$ cat src/rtl/ptw_pkg.sv
package ptw_pkg;

    typedef enum logic [1:0] {
        ST_IDLE,
        ST_L1_READ,
        ST_L2_READ,
        ST_DONE
    } walk_state_e;

    typedef struct packed {
        logic super_only;
        logic can_write;
        logic can_read;
    } pte_perm_t;

endpackage

$ cat src/rtl/ptw_pte_decode.sv
module ptw_pte_decode
    import ptw_pkg::*;
#(
    parameter int PTE_W = 32,
    parameter int PA_W  = 30,
    parameter int OFF_W = 12
) (
    input  logic [PTE_W-1:0]      pte,
    output logic                  entry_ok,
    output logic [PA_W-OFF_W-1:0] frame,
    output pte_perm_t             perm
);
    localparam int PERM_LSB = 1;
    localparam int PERM_W   = $bits(pte_perm_t);

    logic hi_clear;

    generate
        if (PTE_W > PA_W) begin : g_range
            assign hi_clear = ~|pte[PTE_W-1:PA_W];
        end else begin : g_norange
            assign hi_clear = 1'b1;
        end
    endgenerate

    assign entry_ok = pte[0] & hi_clear;
    assign frame    = pte[PA_W-1:OFF_W];
    assign perm     = pte[PERM_LSB +: PERM_W];

    logic unused_low_bits;
    assign unused_low_bits = ^pte[OFF_W-1:PERM_LSB+PERM_W];

endmodule

$ cat src/rtl/ptw_addr_calc.sv
module ptw_addr_calc #(
    parameter int VA_W     = 32,
    parameter int PA_W     = 30,
    parameter int L1_IDX_W = 10,
    parameter int L2_IDX_W = 10,
    parameter int OFF_W    = 12,
    parameter int PTE_W    = 32
) (
    input  logic                  second_level,
    input  logic [PA_W-1:0]       base,
    input  logic [PA_W-OFF_W-1:0] next_frame,
    input  logic [VA_W-1:0]       vaddr,
    output logic [PA_W-1:0]       entry_addr
);
    localparam int ENT_SH = $clog2(PTE_W / 8);

    logic [L1_IDX_W-1:0] l1_idx;
    logic [L2_IDX_W-1:0] l2_idx;
    logic [PA_W-1:0]     l1_off;
    logic [PA_W-1:0]     l2_off;
    logic [PA_W-1:0]     l2_base;

    assign l1_idx  = vaddr[VA_W-1 -: L1_IDX_W];
    assign l2_idx  = vaddr[OFF_W +: L2_IDX_W];
    assign l1_off  = {{(PA_W-L1_IDX_W){1'b0}}, l1_idx} << ENT_SH;
    assign l2_off  = {{(PA_W-L2_IDX_W){1'b0}}, l2_idx} << ENT_SH;
    assign l2_base = {next_frame, {OFF_W{1'b0}}};

    always_comb begin
        if (second_level) begin
            entry_addr = l2_base + l2_off;
        end else begin
            entry_addr = base + l1_off;
        end
    end

    logic unused_offset;
    assign unused_offset = ^vaddr[OFF_W-1:0];

endmodule

$ cat src/rtl/ptw_ctrl.sv
module ptw_ctrl
    import ptw_pkg::*;
#(
    parameter int VA_W  = 32,
    parameter int PA_W  = 30,
    parameter int OFF_W = 12
) (
    input  logic                  clk,
    input  logic                  rst_n,
    input  logic                  req_valid,
    input  logic [VA_W-1:0]       req_vaddr,
    input  logic [PA_W-1:0]       table_base,
    output logic                  req_ready,
    output logic                  mem_req_valid,
    input  logic                  mem_req_ready,
    input  logic                  mem_rsp_valid,
    input  logic                  ent_ok,
    input  logic [PA_W-OFF_W-1:0] ent_frame,
    input  pte_perm_t             ent_perm,
    output logic                  second_level,
    output logic [VA_W-1:0]       vaddr_q,
    output logic [PA_W-1:0]       base_q,
    output logic [PA_W-OFF_W-1:0] l1_frame_q,
    output logic                  rsp_valid,
    output logic                  rsp_fault,
    output logic                  rsp_fault_level,
    output logic [PA_W-1:0]       rsp_paddr,
    output pte_perm_t             rsp_perm
);
    walk_state_e state, state_nx;
    logic        issued;
    logic        beat;

    assign beat = issued & mem_rsp_valid;

    always_ff @(posedge clk or negedge rst_n) begin
        if (!rst_n) begin
            state <= ST_IDLE;
        end else begin
            state <= state_nx;
        end
    end

    always_comb begin
        state_nx = state;
        unique case (state)
            ST_IDLE:    if (req_valid) state_nx = ST_L1_READ;
            ST_L1_READ: if (beat) state_nx = ent_ok ? ST_L2_READ : ST_DONE;
            ST_L2_READ: if (beat) state_nx = ST_DONE;
            ST_DONE:    state_nx = ST_IDLE;
            default:    state_nx = ST_IDLE;
        endcase
    end

    always_comb begin
        req_ready     = 1'b0;
        mem_req_valid = 1'b0;
        second_level  = 1'b0;
        rsp_valid     = 1'b0;
        unique case (state)
            ST_IDLE:    req_ready = 1'b1;
            ST_L1_READ: mem_req_valid = ~issued;
            ST_L2_READ: begin
                mem_req_valid = ~issued;
                second_level  = 1'b1;
            end
            ST_DONE:    rsp_valid = 1'b1;
            default:    req_ready = 1'b0;
        endcase
    end

    always_ff @(posedge clk or negedge rst_n) begin
        if (!rst_n) begin
            issued          <= 1'b0;
            vaddr_q         <= '0;
            base_q          <= '0;
            l1_frame_q      <= '0;
            rsp_fault       <= 1'b0;
            rsp_fault_level <= 1'b0;
            rsp_paddr       <= '0;
            rsp_perm        <= '0;
        end else begin
            unique case (state)
                ST_IDLE: begin
                    if (req_valid) begin
                        vaddr_q         <= req_vaddr;
                        base_q          <= table_base;
                        issued          <= 1'b0;
                        rsp_fault       <= 1'b0;
                        rsp_fault_level <= 1'b0;
                        rsp_paddr       <= '0;
                        rsp_perm        <= '0;
                    end
                end
                ST_L1_READ: begin
                    if (mem_req_valid && mem_req_ready) begin
                        issued <= 1'b1;
                    end
                    if (beat) begin
                        issued <= 1'b0;
                        if (ent_ok) begin
                            l1_frame_q <= ent_frame;
                        end else begin
                            rsp_fault       <= 1'b1;
                            rsp_fault_level <= 1'b0;
                        end
                    end
                end
                ST_L2_READ: begin
                    if (mem_req_valid && mem_req_ready) begin
                        issued <= 1'b1;
                    end
                    if (beat) begin
                        issued <= 1'b0;
                        if (ent_ok) begin
                            rsp_paddr <= {ent_frame, vaddr_q[OFF_W-1:0]};
                            rsp_perm  <= ent_perm;
                        end else begin
                            rsp_fault       <= 1'b1;
                            rsp_fault_level <= 1'b1;
                        end
                    end
                end
                ST_DONE: issued <= 1'b0;
                default: issued <= 1'b0;
            endcase
        end
    end


    accept_busy_chk: assert property (@(posedge clk) disable iff (!rst_n)
        req_valid && req_ready |=> !req_ready);


    rsp_pulse_chk: assert property (@(posedge clk) disable iff (!rst_n)
        rsp_valid |=> !rsp_valid && req_ready);


    one_outstanding_chk: assert property (@(posedge clk) disable iff (!rst_n)
        mem_req_valid && mem_req_ready |=> !mem_req_valid);


    fault_clean_chk: assert property (@(posedge clk) disable iff (!rst_n)
        rsp_valid && rsp_fault |-> rsp_paddr == '0 && rsp_perm == '0);


    l1_fault_level_chk: assert property (@(posedge clk) disable iff (!rst_n)
        state == ST_L1_READ && beat && !ent_ok |=> rsp_valid && rsp_fault && !rsp_fault_level);

endmodule

$ cat src/rtl/ptw_walker.sv
module ptw_walker
    import ptw_pkg::*;
#(
    parameter int VA_W     = 32,
    parameter int PA_W     = 30,
    parameter int L1_IDX_W = 10,
    parameter int L2_IDX_W = 10,
    parameter int OFF_W    = 12,
    parameter int PTE_W    = 32
) (
    input  logic             clk,
    input  logic             rst_n,
    input  logic [PA_W-1:0]  table_base,
    input  logic             req_valid,
    input  logic [VA_W-1:0]  req_vaddr,
    output logic             req_ready,
    output logic             mem_req_valid,
    output logic [PA_W-1:0]  mem_req_addr,
    input  logic             mem_req_ready,
    input  logic             mem_rsp_valid,
    input  logic [PTE_W-1:0] mem_rsp_data,
    output logic             rsp_valid,
    output logic             rsp_fault,
    output logic             rsp_fault_level,
    output logic [PA_W-1:0]  rsp_paddr,
    output logic             rsp_read,
    output logic             rsp_write,
    output logic             rsp_super
);
    localparam int PPN_W = PA_W - OFF_W;

    logic             ent_ok;
    logic [PPN_W-1:0] ent_frame;
    pte_perm_t        ent_perm;
    logic             second_level;
    logic [VA_W-1:0]  vaddr_q;
    logic [PA_W-1:0]  base_q;
    logic [PPN_W-1:0] l1_frame_q;
    pte_perm_t        rsp_perm;

    ptw_pte_decode #(
        .PTE_W(PTE_W), .PA_W(PA_W), .OFF_W(OFF_W)
    ) u_decode (
        .pte      (mem_rsp_data),
        .entry_ok (ent_ok),
        .frame    (ent_frame),
        .perm     (ent_perm)
    );

    ptw_addr_calc #(
        .VA_W(VA_W), .PA_W(PA_W), .L1_IDX_W(L1_IDX_W),
        .L2_IDX_W(L2_IDX_W), .OFF_W(OFF_W), .PTE_W(PTE_W)
    ) u_addr (
        .second_level (second_level),
        .base         (base_q),
        .next_frame   (l1_frame_q),
        .vaddr        (vaddr_q),
        .entry_addr   (mem_req_addr)
    );

    ptw_ctrl #(
        .VA_W(VA_W), .PA_W(PA_W), .OFF_W(OFF_W)
    ) u_ctrl (
        .clk             (clk),
        .rst_n           (rst_n),
        .req_valid       (req_valid),
        .req_vaddr       (req_vaddr),
        .table_base      (table_base),
        .req_ready       (req_ready),
        .mem_req_valid   (mem_req_valid),
        .mem_req_ready   (mem_req_ready),
        .mem_rsp_valid   (mem_rsp_valid),
        .ent_ok          (ent_ok),
        .ent_frame       (ent_frame),
        .ent_perm        (ent_perm),
        .second_level    (second_level),
        .vaddr_q         (vaddr_q),
        .base_q          (base_q),
        .l1_frame_q      (l1_frame_q),
        .rsp_valid       (rsp_valid),
        .rsp_fault       (rsp_fault),
        .rsp_fault_level (rsp_fault_level),
        .rsp_paddr       (rsp_paddr),
        .rsp_perm        (rsp_perm)
    );

    assign rsp_read  = rsp_perm.can_read;
    assign rsp_write = rsp_perm.can_write;
    assign rsp_super = rsp_perm.super_only;


    mem_addr_stable_chk: assert property (@(posedge clk) disable iff (!rst_n)
        mem_req_valid && !mem_req_ready |=> mem_req_valid && $stable(mem_req_addr));


    offset_pass_chk: assert property (@(posedge clk) disable iff (!rst_n)
        rsp_valid && !rsp_fault |-> rsp_paddr[OFF_W-1:0] == vaddr_q[OFF_W-1:0]);

endmodule

$ cat config.mk
export PLATFORM = sky130hd
export DESIGN_NAME = ptw_walker
export DESIGN_NICKNAME = d
export VERILOG_FILES = /design/src/rtl/ptw_pkg.sv /design/src/rtl/ptw_pte_decode.sv /design/src/rtl/ptw_addr_calc.sv /design/src/rtl/ptw_ctrl.sv /design/src/rtl/ptw_walker.sv
export SDC_FILE = /design/constraint.sdc
export NUM_CORES = 1
export LEC_CHECK = 0
export BUFFER_PORTS_ARGS = -buffer_cell sky130_fd_sc_hd__clkbuf_2
export CORE_MARGIN = 3
export CORE_UTILIZATION = 40
export CTS_CLUSTER_SIZE = 28
export DETAILED_ROUTE_END_ITERATION = 6
export SKIP_CTS_REPAIR_TIMING = 1
export SYNTH_ARGS = -nofsm -noshare
export SYNTH_HDL_FRONTEND = slang
export SYNTH_HIERARCHICAL = 1
export SYNTH_SLANG_ARGS = --single-unit
export TNS_END_PERCENT = 50
$ cat constraint.sdc
create_clock -name clk -period 6.2 [get_ports clk]
set_input_delay 0.93 -clock clk [delete_from_list [all_inputs] [get_ports clk]]
set_output_delay 0.93 -clock clk [all_outputs]
set_load 0.02 [all_outputs]
==> impl_metrics.toml <==
[global_route]
grt_util_met2_pct = 27.9
grt_usage_pct = 17.7
grt_util_met3_pct = 5.88
grt_max_degree = 80
use_met1_pct = 22.7
overflow = 0
antenna_found_initial = 0
grt_pass1_vias = 4406
grt_pass1_wl_um = 22500
grt-busiest-layer = "met2"

[timing]
finalSetupViolCount = 0
rsz0062_at_grt = "no"
fin_ws_ns = 1.95
hold_viol_final = 0
setup_tns_ns = 0
fin_crit_sh_pct = 68.6
report.final.slew_viol_count = 0
holdWs_ns = 0.485
clock_skew_ns = 0.00385
max_freq_mhz = 235
maxSlewHeadroom_pct = 31.9
tightest_slew_ns = 1.02
fin_crit_ns = 4.25

[pwr]
powerDensity_mw_per_mm2 = 573
fin_total_pwr_uw = 4150
leakagePower_uw = 0.00346
ir_worst_vdd_v = 0.000491

[clock_network]
htree_levels = 4
cts_num_sinks = 118
cts_tree = "built"
clockBufferDepth = 2
cts_buffers = 17
clock_latency_ns = 0.41
clock_tree.root_cell = "clkbuf_16"
clkTransAtPathRegs_ns = 0.06

[synthesis]
synth_fa_ha_area_share_pct = 3.72
async_flop_share_pct = 100
synth_top_area_share_pct = 49.9
synth_top_family_by_area = "multiplexers"
ys_warn_count = 6
synth_cells = 490
synth_edf_count = 0
syn_area_per_cell_um2 = 12.1
synth_compound_area_share_pct = 13.4
syn_area_mm2 = 0.00592
yosysMostFrequentCell = "dfrtp_1"
synth_nets = 606
synth_xor_area_share_pct = 2.37
synth_mux_area_share_pct = 15.9
ys_dominant_reg_cell = "dfrtp_1"
synth_seq_area_share_pct = 49.9
yosys.area_share.simple_pct = 8.54
synth_common_cells = "118 x dfrtp_1, 82 x mux2_2, 35 x nand2_1, 34 x a22o_1, 25 x buf_4"
synth-seq-cells = 118
synth_cell_types = 56
synth_area_leaders = "dfrtp_1 50%, mux2_2 16%, a22o_1 5.0%"
yosysTopAreaCell = "dfrtp_1"

[critical_path]
cp_data_required_time_ns = 5.27
crit_fanout = 17
endpoint_kind = "output pin"
crit_buf_inv = 1
critPathLaunch = "u_ctrl/base_q[3]"
cp_slowest_stage_delay_ns = 0.72
path_cells = "ha_1 > a21oi_1 > nor2b_1 > a311o_2 > a211oi_4 > nor3b_1 > o311ai_1 > clkbuf_2"
worst-setup-path-type = "register to output pin"
crit_slowest_cell = "a211oi_4"
cp.arrival_ns = 3.32
crit_family = "compound AO/OA/AOI/OAI gates"
start_kind = "register"
timing.rr.start = "u_ctrl/state[0]"

[routing]
drt_iter0_markers = 187
viasPerCell = 5.25
drtAntennaViolNets = 0
avgRoutedWirePerCell_um = 16.8
routed_wl_um = 13800
drcViolationCount = 0
drt_first_pass_iters = 4
num_vias = 4309

[final_layout]
layout-drive-gt1-share_pct = 46.4
ff_latch_area_mm2 = 0.00295
syn_to_final_growth_pct = 22.3
multi_input_area_mm2 = 0.00262
n_antenna_cell = 0
fin_area_mm2 = 0.00724
fin_nets = 743
nFillCells = 1284

[floorplanning]
initial_core_util_pct = 41.8
die_area_mm2 = 0.0163
ios = 167
coreArea_mm2 = 0.0141
die_height_um = 128
row_count = 43
die-width_um = 128

[outcome]
run_status = "completed"

[placement]
gp_congestion = 0.781
numPortBuffers = 158
dp_hpwl_um = 9680
post-place-ws_ns = 2.42
placed_cell_area_mm2 = 0.00667

[job]
cap_violations = 0

[min_path]
holdCritPathClass = "input port to asynchronous set/reset pin"
metal layers:
layer,wire length (um),share of wire [%]
met1,6150,45
met5,0,0
met4,270,2.0
met2,6520,47
met3,862,6.2
worst paths after layout:
| path | endpoint | slack [ns] | depth (start not counted) |
|---|---|---|---|
| setup / recovery | mem_req_addr[17] | 1.95 | 8 |
| hold / removal | u_ctrl/base_q[1] | 0.49 | 1 |
| min in group clk | u_ctrl/rsp_paddr[3] | 0.49 | 1 |
| max in group asynchronous | u_ctrl/base_q[12] | 4.27 | 2 |
| setup reg to reg | u_ctrl/rsp_paddr[23] | 3.84 | 7 |
| hold reg to reg | u_ctrl/rsp_paddr[3] | 0.49 | 1 |
cell type report:
cell class	instances	area share, %
clock buffers	18	6.07
clock inverters	14	1.76
inverters	15	0.778
multi-input cells	313	36.1
flip-flops and latches	118	40.8
well taps	180	3.11
repair buffers	162	11.4
layout by cell type, fill, tap and decap left out, types with 8 or more instances in the layout:
cell type,instances
clkbuf_2,157
dfrtp_1,118
mux2_2,82
nand2_1,34
a22o_1,34
o21ai_0,22
clkbuf_16,17
inv_1,15
ha_1,15
xnor2_1,13
nor2_1,11
a21oi_1,9
nand3_1,8
cell families after synthesis:
| kind of cell | after synthesis |
|---|---|
| AO/OA/AOI/OAI | 103 |
| XOR/XNOR | 16 |
| adder cells (fa/ha/maj) | 17 |
| buffers and inverters | 59 |
| flip-flops | 118 |
| multiplexers | 84 |
| AND/OR/NAND/NOR | 93 |
power breakdown:
group	internal, uW	switching [uW]
Sequential	1040	193
Combinational	817	1170
Clock	562	360
state kept, by name, summed over array words and instances, names as in the netlist:
register                flops
u_ctrl/issued               1
u_ctrl/rsp_fault_level      1
u_ctrl/state                2
u_ctrl/l1_frame_q          18
u_ctrl/rsp_perm             3
u_ctrl/base_q              30
u_ctrl/vaddr_q             32
u_ctrl/rsp_fault            1
u_ctrl/rsp_paddr           30
through the flow:
stage / instances / util [%]
floorplan: 490 / -
finish: 820 / 51.2
global route: 820 / 51.2
CTS: 820 / 51.2
global placement: 788 / 47.2
detailed placement: 788 / 47.2
Note: power is estimated with default switching activity, not from simulation.
